==> src/rtl/dbuf_dma_pkg.sv <==
package dbuf_dma_pkg;
  typedef enum logic [2:0] {
    RA_CTRL   = 3'd0,
    RA_COUNT  = 3'd1,
    RA_BASE0  = 3'd2,
    RA_BASE1  = 3'd3,
    RA_CLEAR  = 3'd4,
    RA_STATUS = 3'd5,
    RA_REMAIN = 3'd6
  } reg_addr_e;

  localparam int REG_AW = 3;

  // Byte step for an item size code.
  function automatic logic [2:0] item_bytes(input logic [1:0] code);
    case (code)
      2'd0:    item_bytes = 3'd1;
      2'd1:    item_bytes = 3'd2;
      default: item_bytes = 3'd4;
    endcase
  endfunction
endpackage

==> src/rtl/dbuf_regs.sv <==
module dbuf_regs
  import dbuf_dma_pkg::*;
#(
  parameter int AW = 32,
  parameter int CW = 16
) (
  input  logic              clk,
  input  logic              rst_n,
  input  logic              wr_en,
  input  logic [REG_AW-1:0] wr_addr,
  input  logic [AW-1:0]     wr_data,
  input  logic [REG_AW-1:0] rd_addr,
  output logic [AW-1:0]     rd_data,
  input  logic              tc_set,
  input  logic              cur_tgt,
  input  logic [CW-1:0]     remain,
  output logic              en,
  output logic [1:0]        size_code,
  output logic [CW-1:0]     count,
  output logic [AW-1:0]     base0,
  output logic [AW-1:0]     base1,
  output logic              start,
  output logic              flag
);
  logic wr_ctrl, wr_clear;

  assign wr_ctrl  = wr_en && (wr_addr == RA_CTRL);
  assign wr_clear = wr_en && (wr_addr == RA_CLEAR);
  assign start    = wr_ctrl && wr_data[0] && !en;

  always_ff @(posedge clk or negedge rst_n) begin
    if (!rst_n) begin
      en        <= 1'b0;
      size_code <= 2'd0;
      count     <= '0;
      base0     <= '0;
      base1     <= '0;
    end else if (wr_en) begin
      case (wr_addr)
        RA_CTRL:  begin
          en        <= wr_data[0];
          size_code <= wr_data[2:1];
        end
        RA_COUNT: count <= wr_data[CW-1:0];
        RA_BASE0: base0 <= wr_data;
        RA_BASE1: base1 <= wr_data;
        default:  ;
      endcase
    end
  end

  // A completion on the same edge as a clear takes priority.
  always_ff @(posedge clk or negedge rst_n) begin
    if (!rst_n)                     flag <= 1'b0;
    else if (tc_set)                flag <= 1'b1;
    else if (wr_clear && wr_data[0]) flag <= 1'b0;
  end

  always_comb begin
    rd_data = '0;
    case (rd_addr)
      RA_CTRL:   rd_data = AW'({size_code, en});
      RA_COUNT:  rd_data = AW'(count);
      RA_BASE0:  rd_data = base0;
      RA_BASE1:  rd_data = base1;
      RA_STATUS: rd_data = AW'({cur_tgt, flag});
      RA_REMAIN: rd_data = AW'(remain);
      default:   rd_data = '0;
    endcase
  end
endmodule

==> src/rtl/dbuf_engine.sv <==
module dbuf_engine
  import dbuf_dma_pkg::*;
#(
  parameter int AW = 32,
  parameter int CW = 16
) (
  input  logic          clk,
  input  logic          rst_n,
  input  logic          start,
  input  logic          beat,
  input  logic [1:0]    size_code,
  input  logic [CW-1:0] count,
  input  logic [AW-1:0] base0,
  input  logic [AW-1:0] base1,
  output logic [AW-1:0] addr,
  output logic          tgt,
  output logic [CW-1:0] remain,
  output logic          tc
);
  logic [AW-1:0] off_q;
  logic          last;

  assign last = (remain <= CW'(1));
  assign addr = (tgt ? base1 : base0) + off_q;

  always_ff @(posedge clk or negedge rst_n) begin
    if (!rst_n) begin
      off_q  <= '0;
      tgt    <= 1'b0;
      remain <= '0;
      tc     <= 1'b0;
    end else begin
      tc <= 1'b0;
      if (start) begin
        off_q  <= '0;
        tgt    <= 1'b0;
        remain <= count;
      end else if (beat) begin
        if (last) begin
          off_q  <= '0;
          tgt    <= ~tgt;
          remain <= count;
          tc     <= 1'b1;
        end else begin
          off_q  <= off_q + AW'(item_bytes(size_code));
          remain <= remain - CW'(1);
        end
      end
    end
  end
endmodule

==> src/rtl/dbuf_dma_chan.sv <==
module dbuf_dma_chan
  import dbuf_dma_pkg::*;
#(
  parameter int AW = 32,
  parameter int DW = 32,
  parameter int CW = 16
) (
  input  logic              clk,
  input  logic              rst_n,
  input  logic              reg_wr,
  input  logic [REG_AW-1:0] reg_waddr,
  input  logic [AW-1:0]     reg_wdata,
  input  logic [REG_AW-1:0] reg_raddr,
  output logic [AW-1:0]     reg_rdata,
  input  logic              per_valid,
  output logic              per_ready,
  input  logic [DW-1:0]     per_data,
  output logic              mem_valid,
  input  logic              mem_ready,
  output logic [AW-1:0]     mem_addr,
  output logic [DW-1:0]     mem_data,
  output logic              tc_pulse,
  output logic              tc_flag,
  output logic              cur_target
);
  logic          en_w, start_w, beat_w;
  logic [1:0]    size_w;
  logic [CW-1:0] count_w, remain_w;
  logic [AW-1:0] base0_w, base1_w;

  assign mem_valid = en_w && per_valid;
  assign per_ready = en_w && mem_ready;
  assign mem_data  = per_data;
  assign beat_w    = en_w && per_valid && mem_ready;

  dbuf_regs #(.AW(AW), .CW(CW)) regs_i (
    .clk(clk), .rst_n(rst_n),
    .wr_en(reg_wr), .wr_addr(reg_waddr), .wr_data(reg_wdata),
    .rd_addr(reg_raddr), .rd_data(reg_rdata),
    .tc_set(beat_w && (remain_w <= CW'(1)) && !start_w),
    .cur_tgt(cur_target), .remain(remain_w),
    .en(en_w), .size_code(size_w), .count(count_w),
    .base0(base0_w), .base1(base1_w), .start(start_w), .flag(tc_flag)
  );

  dbuf_engine #(.AW(AW), .CW(CW)) eng_i (
    .clk(clk), .rst_n(rst_n),
    .start(start_w), .beat(beat_w), .size_code(size_w), .count(count_w),
    .base0(base0_w), .base1(base1_w),
    .addr(mem_addr), .tgt(cur_target), .remain(remain_w), .tc(tc_pulse)
  );
endmodule

==> config.mk <==
export PLATFORM = sky130hd
export DESIGN_NAME = dbuf_dma_chan
export DESIGN_NICKNAME = d
export VERILOG_FILES = /design/src/rtl/dbuf_dma_pkg.sv /design/src/rtl/dbuf_regs.sv /design/src/rtl/dbuf_engine.sv /design/src/rtl/dbuf_dma_chan.sv
export SDC_FILE = /design/constraint.sdc
export NUM_CORES = 1
export LEC_CHECK = 0
export ABC_AREA = 1
export BUFFER_PORTS_ARGS = -buffer_cell sky130_fd_sc_hd__buf_2
export CAP_MARGIN = 20
export CORE_MARGIN = 5
export CORE_UTILIZATION = 61
export CTS_CLUSTER_SIZE = 20
export DETAILED_ROUTE_END_ITERATION = 6
export PLACE_DENSITY = 0.86
export SYNTH_ARGS = -nofsm -noshare
export SYNTH_HDL_FRONTEND = slang
export SYNTH_SLANG_ARGS = --single-unit
==> constraint.sdc <==
create_clock -name clk -period 5.57 [get_ports clk]
set_input_delay 1.114 -clock clk [delete_from_list [all_inputs] [get_ports clk]]
set_output_delay 1.114 -clock clk [all_outputs]
set_load 0.02 [all_outputs]
Word-level counts from Yosys, hierarchy flattened --
Cells that the tools add are included.
Word-level totals: register bits 134, logic and storage cells 68, output and inout bits 101
Cells by class: bitwise operators 1, add/subtract/negate cells 3, equality and inequality tests 10, order comparisons 1, muxes and demuxes 20, reductions and logical operators 23
Operators by type and width (number):
- one-hot mux 32 bit (6 select lines) | 1
- two-way mux 32 bit | 4
- two-way mux 16 bit | 3
- adder 32 x 3 -> 32 bit | 1
- adder 32 bit | 1
- <= comparator 16 x 1 -> 1 bit, second input constant | 1
- subtractor 16 x 1 -> 16 bit, second input constant | 1
- equality test 3 x 2 -> 1 bit, second input constant | 4
- logical AND 1 bit | 10
- AND reduction 2 bit | 5
- equality test 3 bit, second input constant | 3
- two-way mux 3 bit | 3
- two-way mux 1 bit | 8
- equality test 3 x 1 -> 1 bit, second input constant | 2
- logical NOT 3 bit | 2
- one-hot mux 3 bit (2 select lines) | 1
- nonzero test 2 bit | 3
- equality test 2 x 1 -> 1 bit, second input constant | 1
- logical NOT 1 bit | 2
- logical NOT 2 bit | 1
- NOT 1 bit | 1

Longest topological paths before layout --
Gate-level depths: netlist of the first run.
depth in word-level cells 9, gate-level depth with buffers 16, depth with buffers taken out 14

By module --
Synthesis of the first run repeated with hierarchy kept, for this count alone.
Second synthesis, totals: cell total of the unflattened synthesis 1643, area, all modules 10343.7 µm²
Modules (own cells, without submodules):
- dbuf_engine | instances 1, seq. area each 1251.2 µm², area each 6065.8 µm², cells an instance 1083
- dbuf_regs | instances 1, seq. area each 2102.0 µm², area each 3955.0 µm², cells an instance 508
- dbuf_dma_chan | instances 1, seq. area each 0.0 µm², area each 322.8 µm², cells an instance 52

Least setup slack after synthesis of the first run --
No wires, ideal clock.
path kind register to output, start register eng_i.tgt, end output port mem_addr[12], data required time 4.456 ns, cell stages (with the launch flop) 14, setup slack 1.983 ns, arrival 2.473 ns, buffers on the path 2, path through dfrtp_1 clkbuf_1 clkbuf_1 nand2_1 o21ai_0 ha_1 fa_1 nand3_1 nand3_1 nand2_1 nand2_1 nand2_1 nand2_1 xor2_1
Between the ends: longest elaborated chain between the ends 2
RTL lines:
- start, declared | RTL line dbuf_engine.sv:16 | output logic tgt,
- start signal, assigned | RTL line dbuf_engine.sv:41 | tgt <= ~tgt;
- two-way mux 32 bit | RTL line dbuf_engine.sv:24 | assign addr = (tgt ? base1 : base0) + off_q;
- adder 32 bit | RTL line dbuf_engine.sv:24
- end, declared | RTL line dbuf_dma_chan.sv:20 | output logic [AW-1:0] mem_addr,
Every way passes these cells.

Worst setup path after layout of the first run --
start register eng_i.tgt, end output port mem_addr[28]
Same word-level chain as after synthesis.

==> impl_metrics.tcl, run 1 <==
set metrics [dict create \
    outcome "complete, but fails checks" \
    violations "DRC" \
    muxShareOfSynthArea_pct 0 \
    r2r_start "regs_i.size_code[0]" \
    critical_path_class "reg2out" \
    ys_top_cells_by_area "dfrtp_1 34%, nand2_1 20%, inv_1 9.6%" \
    drtIter0Drc 1106 \
    max_freq_mhz 203.6 \
    synthXorXnorAreaFrac_pct 2.645 \
    antennaDiodeCount 0 \
    area_growth_pct 10.70 \
    cts.sinks 134 \
    final_common_cell "nand2_1" \
    dieArea_sq_mm 0.01894 \
    ant_nets 0 \
    hold_path_class "reg2reg" \
    syn_area_sq_mm 0.009936 \
    cts.repair.resized 0 \
    cts_buffer_depth 2 \
    yosys.area.top_type "dfrtp_1" \
    synth_top_family_by_area "simple AND/OR/NAND/NOR gates" \
    first_pass_iters 7 \
    layout_setup_ws_ns 0.6575 \
    rows 46 \
    layout_worst_path_cycle_share_pct 88.20 \
    drive_gt1_share_pct 10.69 \
    p_leak_nw 6.332 \
    critPathArrivalTime_ns 3.80 \
    ir_worst_vdd_uv 303.4 \
    grt_pass1_wl_um 45070 \
    drc 11 \
    cp-startpoint "eng_i.tgt" \
    synth_top_area_share_pct 33.75 \
    syn_inst 1532 \
    holdPathStages 2 \
    layout_min_cycle_time_ns 4.912 \
    synth_area_per_cell_sq_um 6.485 \
    post-dp-hpwl_um 20790 \
    post_drt_wl_per_cell_um 15.27 \
    worst-path-max-fanout 66 \
    finalHoldViolCount 0 \
    fillers 1372 \
    root_buffer "clkbuf_16" \
    dp.cells 1791 \
    clk_pin_slew_ns 0.06 \
    post-place-ws_ns 1.192 \
    r2r_cells 12 \
    gr-total-overflow 0 \
    antenna_found_initial 0 \
    ys_types 36 \
    dominantRegCellSynth "dfrtp_1" \
    r2r_end "eng_i.off_q[28]" \
    endpoint "mem_addr[28]" \
    multi_input_area_sq_mm 0.005170 \
    design_area_sq_mm 0.01100 \
    setup_viol 0 \
    coreArea_sq_mm 0.01594 \
    fin_setup_tns_ns 0 \
    synth_compound_area_share_pct 12.42 \
    skew_ns 0.007725 \
    io_pins 176 \
    grt_pass1_vias 9200 \
    cts_setup_buffers 0 \
    gp_congestion 0.9592 \
    maxCapViolations 0 \
    num_vias 10030 \
    final_cell_mix "526 x nand2_1, 255 x inv_1, 146 x o21ai_0" \
    die_h_um 137.6 \
    yosys_warnings 0 \
    grt_max_degree 67 \
    die_w_um 137.6 \
    cts_hold_buf 0 \
    finalNetCount 1710 \
    cts_max_level 4 \
    cp-start-kind "flip-flop" \
    area.sequential_sq_mm 0.003354 \
    ys_seq_area_share_pct 33.75 \
    worstMarginPinSlew_ns 1.114 \
    rsz0062_at_grt "no" \
    final_cells 1825 \
    synth_edf_count 0 \
    vias_per_cell 5.494 \
    required_ns 4.46 \
    syn_nets 1645 \
    p_per_area_mw_per_mm2 486.4 \
    end_kind "output pin" \
    synthArstFlopShare_pct 100.0 \
    grt_use_total_pct 29.99 \
    yosys.area_share.simple_pct 31.94 \
    r2r_setup_slack_ns 3.12 \
    start_util_pct 62.32 \
    cts_tree "yes" \
    dpl_cell_area_sq_mm 0.01038 \
    port-buffer-count 111 \
    slew_viol_final 0 \
    drt-total-wl_um 27860 \
    ys_ff_latch 134 \
    clk_latency_ns 0.42 \
    synthAdderAreaFrac_pct 4.936 \
    relSlewSlack_pct 25.76 \
    tritoncts.num_buffers 17 \
]
-- where the power goes --
group	switching (mW)	total [mW]	leakage, nW	internal (mW)
clock network	0.419	1.06	0.268	0.642
logic	1.87	2.78	4.38	0.910
registers	0.308	1.51	1.68	1.20
total	2.59	5.35	6.33	2.76
-- critical path, stage by stage (launching register included) --
cell     delay (ns)
dfrtp_2        1.10
o21ai_0        0.57
fa_1           0.64
nand3_1        0.12
nand3_1        0.10
nand2_1        0.08
nand2_1        0.11
nand2_1        0.08
nand2_1        0.13
nand2_1        0.12
nand3_1        0.08
nand2_1        0.07
buf_2          0.15
-- flip-flops by register name, indices dropped and copies added (netlist names) --
name              cells
eng_i.off_q          32
regs_i.base0         32
regs_i.base1         32
eng_i.remain         16
regs_i.count         16
regs_i.size_code      2
eng_i.tc              1
eng_i.tgt             1
regs_i.en             1
regs_i.flag           1
-- synthesized netlist by cell type (3+ instances only) --
cell and number:
nor2_1 123, dfrtp_1 134, o211ai_1 3, buf_4 33
buf_6 6, o2111ai_1 3, nor3_1 8, nand3_1 80
nand2_4 3, ha_1 36, a22oi_1 14, nand4_1 19
o21ai_1 5, o21bai_1 3, nand2_1 526, buf_2 8
a21oi_1 33, nor2_2 8, nor2_4 3, clkbuf_1 25
xor2_1 28, o21ai_0 146, inv_1 255, inv_2 3
o221ai_1 13
-- layer usage --
layer  up-vias  share of wire [%]  routed length (um)  GRT usage (%)
met3        46                9.8                2741          5.186
met5         -                  0                   0              0
li1       4876                  -                   -              -
met4         0                1.8                 493          8.370
met1      4598                 43               11970          42.43
met2       506                 45               12650          47.53
-- logic make-up (layout without fill, tap and decap cells) --
| family | after synthesis | count (layout) |
|---|---|---|
| buf+inv | 331 | 408 |
| compound gates | 223 | 223 |
| fa+ha+maj | 38 | 38 |
| simple gates | 776 | 776 |
| flops | 134 | 134 |
| xor+xnor | 30 | 30 |
-- cell type report --
| class | instances | area share, % |
|---|---|---|
| repair buffers | 118 | 6.177 |
| multi-input cells | 1067 | 47.00 |
| well taps | 216 | 2.457 |
| clock buffers | 22 | 4.311 |
| inverters | 259 | 8.850 |
| flip-flops and latches | 134 | 30.50 |
| clock inverters | 9 | 0.7053 |
-- worst min path at each step --
stage	from	to
4_1_cts	regs_i.base0[3]	regs_i.base0[3]
2_1_floorplan	regs_i.base0[0]	regs_i.base0[0]
3_5_place_dp	regs_i.base0[3]	regs_i.base0[3]
5_1_grt	regs_i.base0[8]	regs_i.base0[8]
3_3_place_gp	regs_i.base0[18]	regs_i.base0[18]
6_report	regs_i.base0[5]	regs_i.base0[5]
-- metrics by stage --
stage | util, % | hold WS [ns] | power [mW]
after floorplan | - | 0.4530 | 3.439
after global placement | 64.86 | 0.4653 | 4.170
after detailed placement | 65.12 | 0.4730 | 4.234
after CTS | 68.58 | 0.4870 | 5.304
after global routing | 68.99 | 0.5035 | 5.751
final | 68.99 | 0.4826 | 5.350
(Power assumes the default switching activity.)
==> run 2: changes to the inputs <==
==> constraint.sdc (replaced) <==
create_clock -name clk -period 5.57 [get_ports clk]
set_input_delay 0.2785 -clock clk [delete_from_list [all_inputs] [get_ports clk]]
set_output_delay 0.2785 -clock clk [all_outputs]
set_load 0.02 [all_outputs]
==> run 2 against run 1 <==
  * The flow now finishes without violations
  * Die area unchanged
  * Setup slack improved by 1.0 ns
  * Final area hardly changed
  * Final cell count is essentially flat
  * Clock skew up 0.00061 ns
  * Clock power about the same
  * Fmax grew 26%
  * Routed wire length increased by 1.1%
  * Largest cell class unchanged
  * Highest routed layer unchanged
==> impl_metrics.tcl, run 2 (synthesized netlist as in run 1, its figures left out) <==
set metrics [dict create \
    grt_max_degree 86 \
    required_ns 5.29 \
    die_h_um 137.6 \
    cts_setup_buffers 0 \
    area_growth_pct 10.63 \
    grt_use_total_pct 30.35 \
    post-dp-hpwl_um 20690 \
    ir_worst_vdd_uv 323.1 \
    port-buffer-count 111 \
    worst-path-max-fanout 66 \
    drt-total-wl_um 28170 \
    post_drt_wl_per_cell_um 15.43 \
    cts.sinks 134 \
    relSlewSlack_pct 28.66 \
    final_cells 1826 \
    coreArea_sq_mm 0.01594 \
    top_usage_layer "met2" \
    p_total_mw 5.319 \
    dp.cells 1790 \
    layout_worst_path_cycle_share_pct 70.07 \
    dieArea_sq_mm 0.01894 \
    clk_pin_slew_ns 0.06 \
    utilization_pct 68.95 \
    vias_per_cell 5.533 \
    hold_path_class "in2reg" \
    grt_pass1_vias 9340 \
    finalHoldViolCount 0 \
    final_common_cell "nand2_1" \
    antenna_found_initial 1 \
    maxCapViolations 0 \
    root_buffer "clkbuf_16" \
    cts_tree "yes" \
    p_leak_nw 6.326 \
    rows 46 \
    drive_gt1_share_pct 10.50 \
    met3_usage_pct 6.355 \
    outcome "finished, final reports clean" \
    critical_path_class "reg2out" \
    layout_setup_ws_ns 1.667 \
    p_per_area_mw_per_mm2 483.9 \
    num_vias 10100 \
    post-place-ws_ns 2.177 \
    slew_viol_final 0 \
    cp-start-kind "flip-flop" \
    end_kind "output pin" \
    hold_ws_ns 0.1273 \
    start_util_pct 62.32 \
    rsz0062_at_grt "no" \
    first_pass_iters 6 \
    reg_top3 "eng_i.off_q (32), regs_i.base0 (32), regs_i.base1 (32)" \
    drc 0 \
    max_freq_mhz 256.2 \
    critPathArrivalTime_ns 3.62 \
    tritoncts.num_buffers 17 \
    setup_viol 0 \
    design_area_sq_mm 0.01099 \
    fin_setup_tns_ns 0 \
    gr-usage-met2_pct 46.66 \
    skew_ns 0.008334 \
    clk_latency_ns 0.42 \
    gp_congestion 1.001 \
    ant_nets 0 \
    use_met1_pct 42.93 \
    io_pins 176 \
    grt_pass1_wl_um 45300 \
    final_cell_mix "526 x nand2_1, 255 x inv_1, 146 x o21ai_0" \
    cts_buffer_depth 2 \
    finalNetCount 1711 \
    layout_min_cycle_time_ns 3.903 \
    cts_max_level 4 \
    die_w_um 137.6 \
    drtIter0Drc 1087 \
    dpl_cell_area_sq_mm 0.01035 \
    gr-total-overflow 0 \
    worstMarginPinSlew_ns 1.070 \
]
run 2: cell count changes in the layout (fill, tap and decap cells not counted):
| cell | change |
|---|---|
| buf_8 | +1 |
| clkbuf_8 | +4 |
| buf_12 | -2 |
| clkbuf_1 | +2 |
| clkinv_2 | -4 |
| clkinvlp_4 | -2 |
| diode_2 | +1 |
| buf_4 | +1 |
| bufinv_16 | -1 |
| dlygate4sd3_1 | +1 |
run 2: worst max-delay path, cell delays in order (launching register included):
cell and delay, ns:
dfrtp_2 1.07, o21ai_0 0.43, fa_1 0.59, nand3_1 0.13
nand3_1 0.12, nand2_1 0.08, nand2_1 0.12, nand2_1 0.10
nand2_1 0.12, nand2_1 0.12, nand2_1 0.06, nand2_1 0.07
nand2_1 0.04, buf_2 0.15
run 2: what timing repair did:
item                       in CTS  in global routing
hold endpoints to repair        0                 11
resized for setup               0                  0
hold buffers                    0                  1
setup endpoints to repair       0                  0
run 2: path summary, 6_finish.rpt:
| kind | from | endpoint | slack [ns] | cells past startpoint |
|---|---|---|---|---|
| min in group asynchronous | rst_n | regs_i.base0[7] | 0.25 | 2 |
| hold / removal | reg_wdata[28] | regs_i.base1[28] | 0.13 | 3 |
| setup reg to reg | regs_i.size_code[0] | eng_i.off_q[30] | 3.08 | 12 |
| max in group asynchronous | rst_n | eng_i.tgt | 4.39 | 3 |
| hold reg to reg | regs_i.base0[8] | regs_i.base0[8] | 0.48 | 2 |
| setup / recovery | eng_i.tgt | mem_addr[28] | 1.67 | 13 |
run 2: cell type report:
class / instances / area (sq um)
fill: 1392 / 4951
sequential: 134 / 3354
clock inverter: 2 / 12.51
tap: 216 / 270.3
clock buffer: 28 / 536.8
timing repair buffer: 119 / 671.9
antenna: 1 / 2.502
inverter: 259 / 973.4
multi-input combinational: 1067 / 5170
run 2: routing by layer:
metal | part of all wire (%) | vias to the layer above | wire, um
met5 | 0 | - | 0
met4 | 2.9 | 0 | 819
met3 | 11 | 85 | 3001
met2 | 44 | 533 | 12500
met1 | 42 | 4595 | 11850
li1 | - | 4891 | -
run 2: report_power, final:
| part | total, mW | internal [mW] | switching [mW] | leakage (nW) |
|---|---|---|---|---|
| sequential | 1.51 | 1.20 | 0.303 | 1.68 |
| clock | 1.04 | 0.646 | 0.397 | 0.269 |
| combinational | 2.77 | 0.908 | 1.86 | 4.38 |
| total | 5.32 | 2.76 | 2.56 | 6.33 |
==> run 3: changes to the inputs <==
--- a/config.mk
+++ b/config.mk
@@ -5,14 +5,14 @@
 export SDC_FILE = /design/constraint.sdc
 export NUM_CORES = 1
 export LEC_CHECK = 0
-export ABC_AREA = 1
+export ABC_AREA = 0
 export BUFFER_PORTS_ARGS = -buffer_cell sky130_fd_sc_hd__buf_2
 export CAP_MARGIN = 20
 export CORE_MARGIN = 5
-export CORE_UTILIZATION = 61
+export CORE_UTILIZATION = 51
 export CTS_CLUSTER_SIZE = 20
 export DETAILED_ROUTE_END_ITERATION = 6
-export PLACE_DENSITY = 0.86
+export PLACE_DENSITY = 0.78
 export SYNTH_ARGS = -nofsm -noshare
 export SYNTH_HDL_FRONTEND = slang
 export SYNTH_SLANG_ARGS = --single-unit
==> constraint.sdc (replaced) <==
create_clock -name clk -period 3.2 [get_ports clk]
set_input_delay 0.16 -clock clk [delete_from_list [all_inputs] [get_ports clk]]
set_output_delay 0.16 -clock clk [all_outputs]
set_load 0.02 [all_outputs]
==> run 3 against run 2 <==
  * The run now ends with setup timing left
  * Final area is 0.59% lower
  * Die area is 3.4% higher
  * Sequential cell count stayed put
  * Synthesized cell count is 44% lower
  * Combinational power is 35% higher
  * Critical path depth stayed put
  * Count of clock-buffer cells in the layout is 9 lower
  * Sequential share of layout area is 0.18 points higher
  * Clock power is 110% higher
  * Utilization is 3.1 points lower
  * Final cell count is 32% lower
==> impl_metrics.tcl, run 3 <==
set metrics [dict create \
    critical_path_class "reg2out" \
    layout_min_cycle_time_ns 3.744 \
    io_pins 176 \
    area_growth_pct 26.86 \
    grt_use_total_pct 24.50 \
    synth_top_area_share_pct 38.93 \
    p_switching_mw 3.219 \
    intPower_mw 5.229 \
    clkPwrFrac_pct 26.4 \
    finalNetCount 1121 \
    worstMarginPinSlew_ns 0.8733 \
    synth_edf_count 0 \
    clk_latency_ns 0.43 \
    hold_path_class "in2reg" \
    p_comb_share_pct 44.3 \
    rows 47 \
    grt_max_degree 71 \
    end_kind "output pin" \
    ys_top_cells_by_area "dfrtp_1 39%, mux2_2 15%, ha_1 5.2%" \
    slew_viol_final 0 \
    cts.sinks 134 \
    synth_area_per_cell_sq_um 10.03 \
    cts_tree "yes" \
    finalHoldViolCount 0 \
    first_pass_iters 5 \
    r2r_start "regs_i.size_code[1]" \
    crit_buf_inv 4 \
    cp-start-kind "flip-flop" \
    ant_nets 0 \
    final_common_cell "dfrtp_1" \
    r2r_end "eng_i.off_q[29]" \
    synth_common_cells "134 x dfrtp_1, 115 x mux2_2, 62 x nand2_1, 56 x nor2_1, 55 x o21ai_0" \
    syn_area_sq_mm 0.008613 \
    ys_ff_latch 134 \
    critPathArrivalTime_ns 3.58 \
    post-dp-hpwl_um 16240 \
    p_leak_nw 5.015 \
    dominantRegCellSynth "dfrtp_1" \
    ys_seq_area_share_pct 38.93 \
    critPathSlowestCell "or4_1" \
    yosys.area.top_type "dfrtp_1" \
    gr-total-overflow 0 \
    reg_top3 "eng_i.off_q (32), regs_i.base0 (32), regs_i.base1 (32)" \
    drc 0 \
    seq_power_share_pct 29.3 \
    drt-total-wl_um 24470 \
    cpPeakStageDelay_ns 0.51 \
    synth.most_common_cell "dfrtp_1" \
    skew_ns 0.009342 \
    die_w_um 140.0 \
    final_cell_mix "133 x dfrtp_1, 108 x mux2_2, 88 x buf_2" \
    rsz0062_at_grt "yes" \
    p_total_mw 8.448 \
    cts_max_level 4 \
    utilization_pct 65.89 \
    start_util_pct 51.94 \
    layout_setup_ws_ns -0.5444 \
    cpMostUsedCell "buf_4" \
    cp_top_family "simple AND/OR/NAND/NOR gates" \
    p_per_area_mw_per_mm2 773.1 \
    relSlewSlack_pct 41.78 \
    gp_congestion 0.8760 \
    post_drt_wl_per_cell_um 19.71 \
    antennaDiodeCount 0 \
    violations "setup timing" \
    num_vias 7385 \
    dieArea_sq_mm 0.01959 \
    antenna_found_initial 0 \
    coreArea_sq_mm 0.01658 \
    cts_buffer_depth 2 \
    clk_pin_slew_ns 0.06 \
    fillers 1231 \
    yosys_warnings 0 \
    tritoncts.num_buffers 17 \
    grt_pass1_vias 7393 \
    ir_worst_vdd_uv 574.9 \
    required_ns 3.04 \
    drive_gt1_share_pct 38.30 \
    setup_viol 23 \
    ys_types 65 \
    dp.cells 1177 \
    worst-path-max-fanout 14 \
    syn_nets 972 \
    port-buffer-count 111 \
    vias_per_cell 5.951 \
    final_cells 1241 \
    drtIter0Drc 570 \
    root_buffer "clkbuf_16" \
    p_sw_share_pct 38.10 \
    outcome "complete, but fails checks" \
    maxCapViolations 0 \
    r2r_setup_slack_ns 0.41 \
    grt_pass1_wl_um 38810 \
    r2r_cells 11 \
    hold_end "regs_i.size_code[0]" \
    layout_worst_path_cycle_share_pct 117.0 \
    die_h_um 140.0 \
    max_freq_mhz 267.1 \
    holdPathStages 2 \
    crit_chain "buf_12 -> buf_4 -> mux2_2 -> ha_1 -> nand2_1 -> nor2_2 -> buf_4 -> a311oi_4 -> o21ai_2 -> a41oi_2 -> or4_1 -> o311ai_2 -> buf_4" \
    synthArstFlopShare_pct 100.0 \
    min_from "reg_wdata[1]" \
    syn_inst 859 \
]
run 3: routing by layer:
metal / track usage, % / vias up / wire length, um
met5: 0 / - / 0
met4: 9.332 / 0 / 617
met3: 5.965 / 46 / 1638
met2: 38.57 / 278 / 11710
met1: 32.94 / 3625 / 10500
li1: - / 3436 / -
run 3: how the worst max path moves through the flow:
stage | from | endpoint | cells after the start
floorplan | eng_i.tgt | mem_addr[29] | 12
global placement | eng_i.tgt | mem_addr[30] | 12
detailed placement | eng_i.tgt | mem_addr[28] | 12
CTS | eng_i.tgt | mem_addr[28] | 12
global route | eng_i.tgt | mem_addr[30] | 13
finish | eng_i.tgt | mem_addr[28] | 13
run 3: layout make-up:
| class | count | area (sq um) | area share, % |
|---|---|---|---|
| sequential | 134 | 3354 | 30.70 |
| multi-input combinational | 641 | 5189 | 47.49 |
| clock inverter | 13 | 216.5 | 1.981 |
| timing repair buffer | 198 | 1379 | 12.62 |
| clock buffer | 19 | 452.9 | 4.145 |
| tap | 220 | 275.3 | 2.519 |
| inverter | 16 | 60.06 | 0.5496 |
run 3: timing repair:
item	CTS	global route
hold buffers	24	0
setup endpoints to repair	21	25
buffers inserted	7	4
endpoints found under the hold margin	117	0
resized for setup	37	40
pin swaps	15	19
run 3: power groups by stage:
stage / Combinational [mW] / Clock (mW) / Sequential (mW)
3_3_place_gp: 3.26 / 0 / 2.47
2_1_floorplan: 2.36 / 0 / 2.34
3_5_place_dp: 3.32 / 0 / 2.48
5_1_grt: 4.04 / 2.31 / 2.53
4_1_cts: 3.53 / 2.25 / 2.46
6_report: 3.74 / 2.23 / 2.47
run 3: logic make-up (layout without fill, tap and decap cells):
logic type                 after synthesis  in the layout  synth area share, %
DFF                                    134            134                38.93
buffers and inverters                   84            246                5.186
muxes                                  121            121                15.73
and+or+nand+nor                        213            213                12.20
xor gates and xnor gates                47             47                4.779
adders and majority gates               38             38                5.694
AOI/OAI and AO/OA                      222            222                17.48
run 3: through the flow:
step | setup TNS [ns] | cell area [sq um] | setup WS (ns) | hold slack, ns
5_1_grt | -9.138 | 10930 | -0.6276 | 0.008632
3_5_place_dp | -0.1530 | 9649 | -0.05386 | 0.3201
4_1_cts | -6.478 | 10730 | -0.5018 | 0.002443
6_report | -6.494 | 10930 | -0.5444 | 0.01560
3_3_place_gp | -0.01548 | 9649 | -0.01548 | 0.3201
2_1_floorplan | 0 | 8763 | 0.01209 | -0.1356
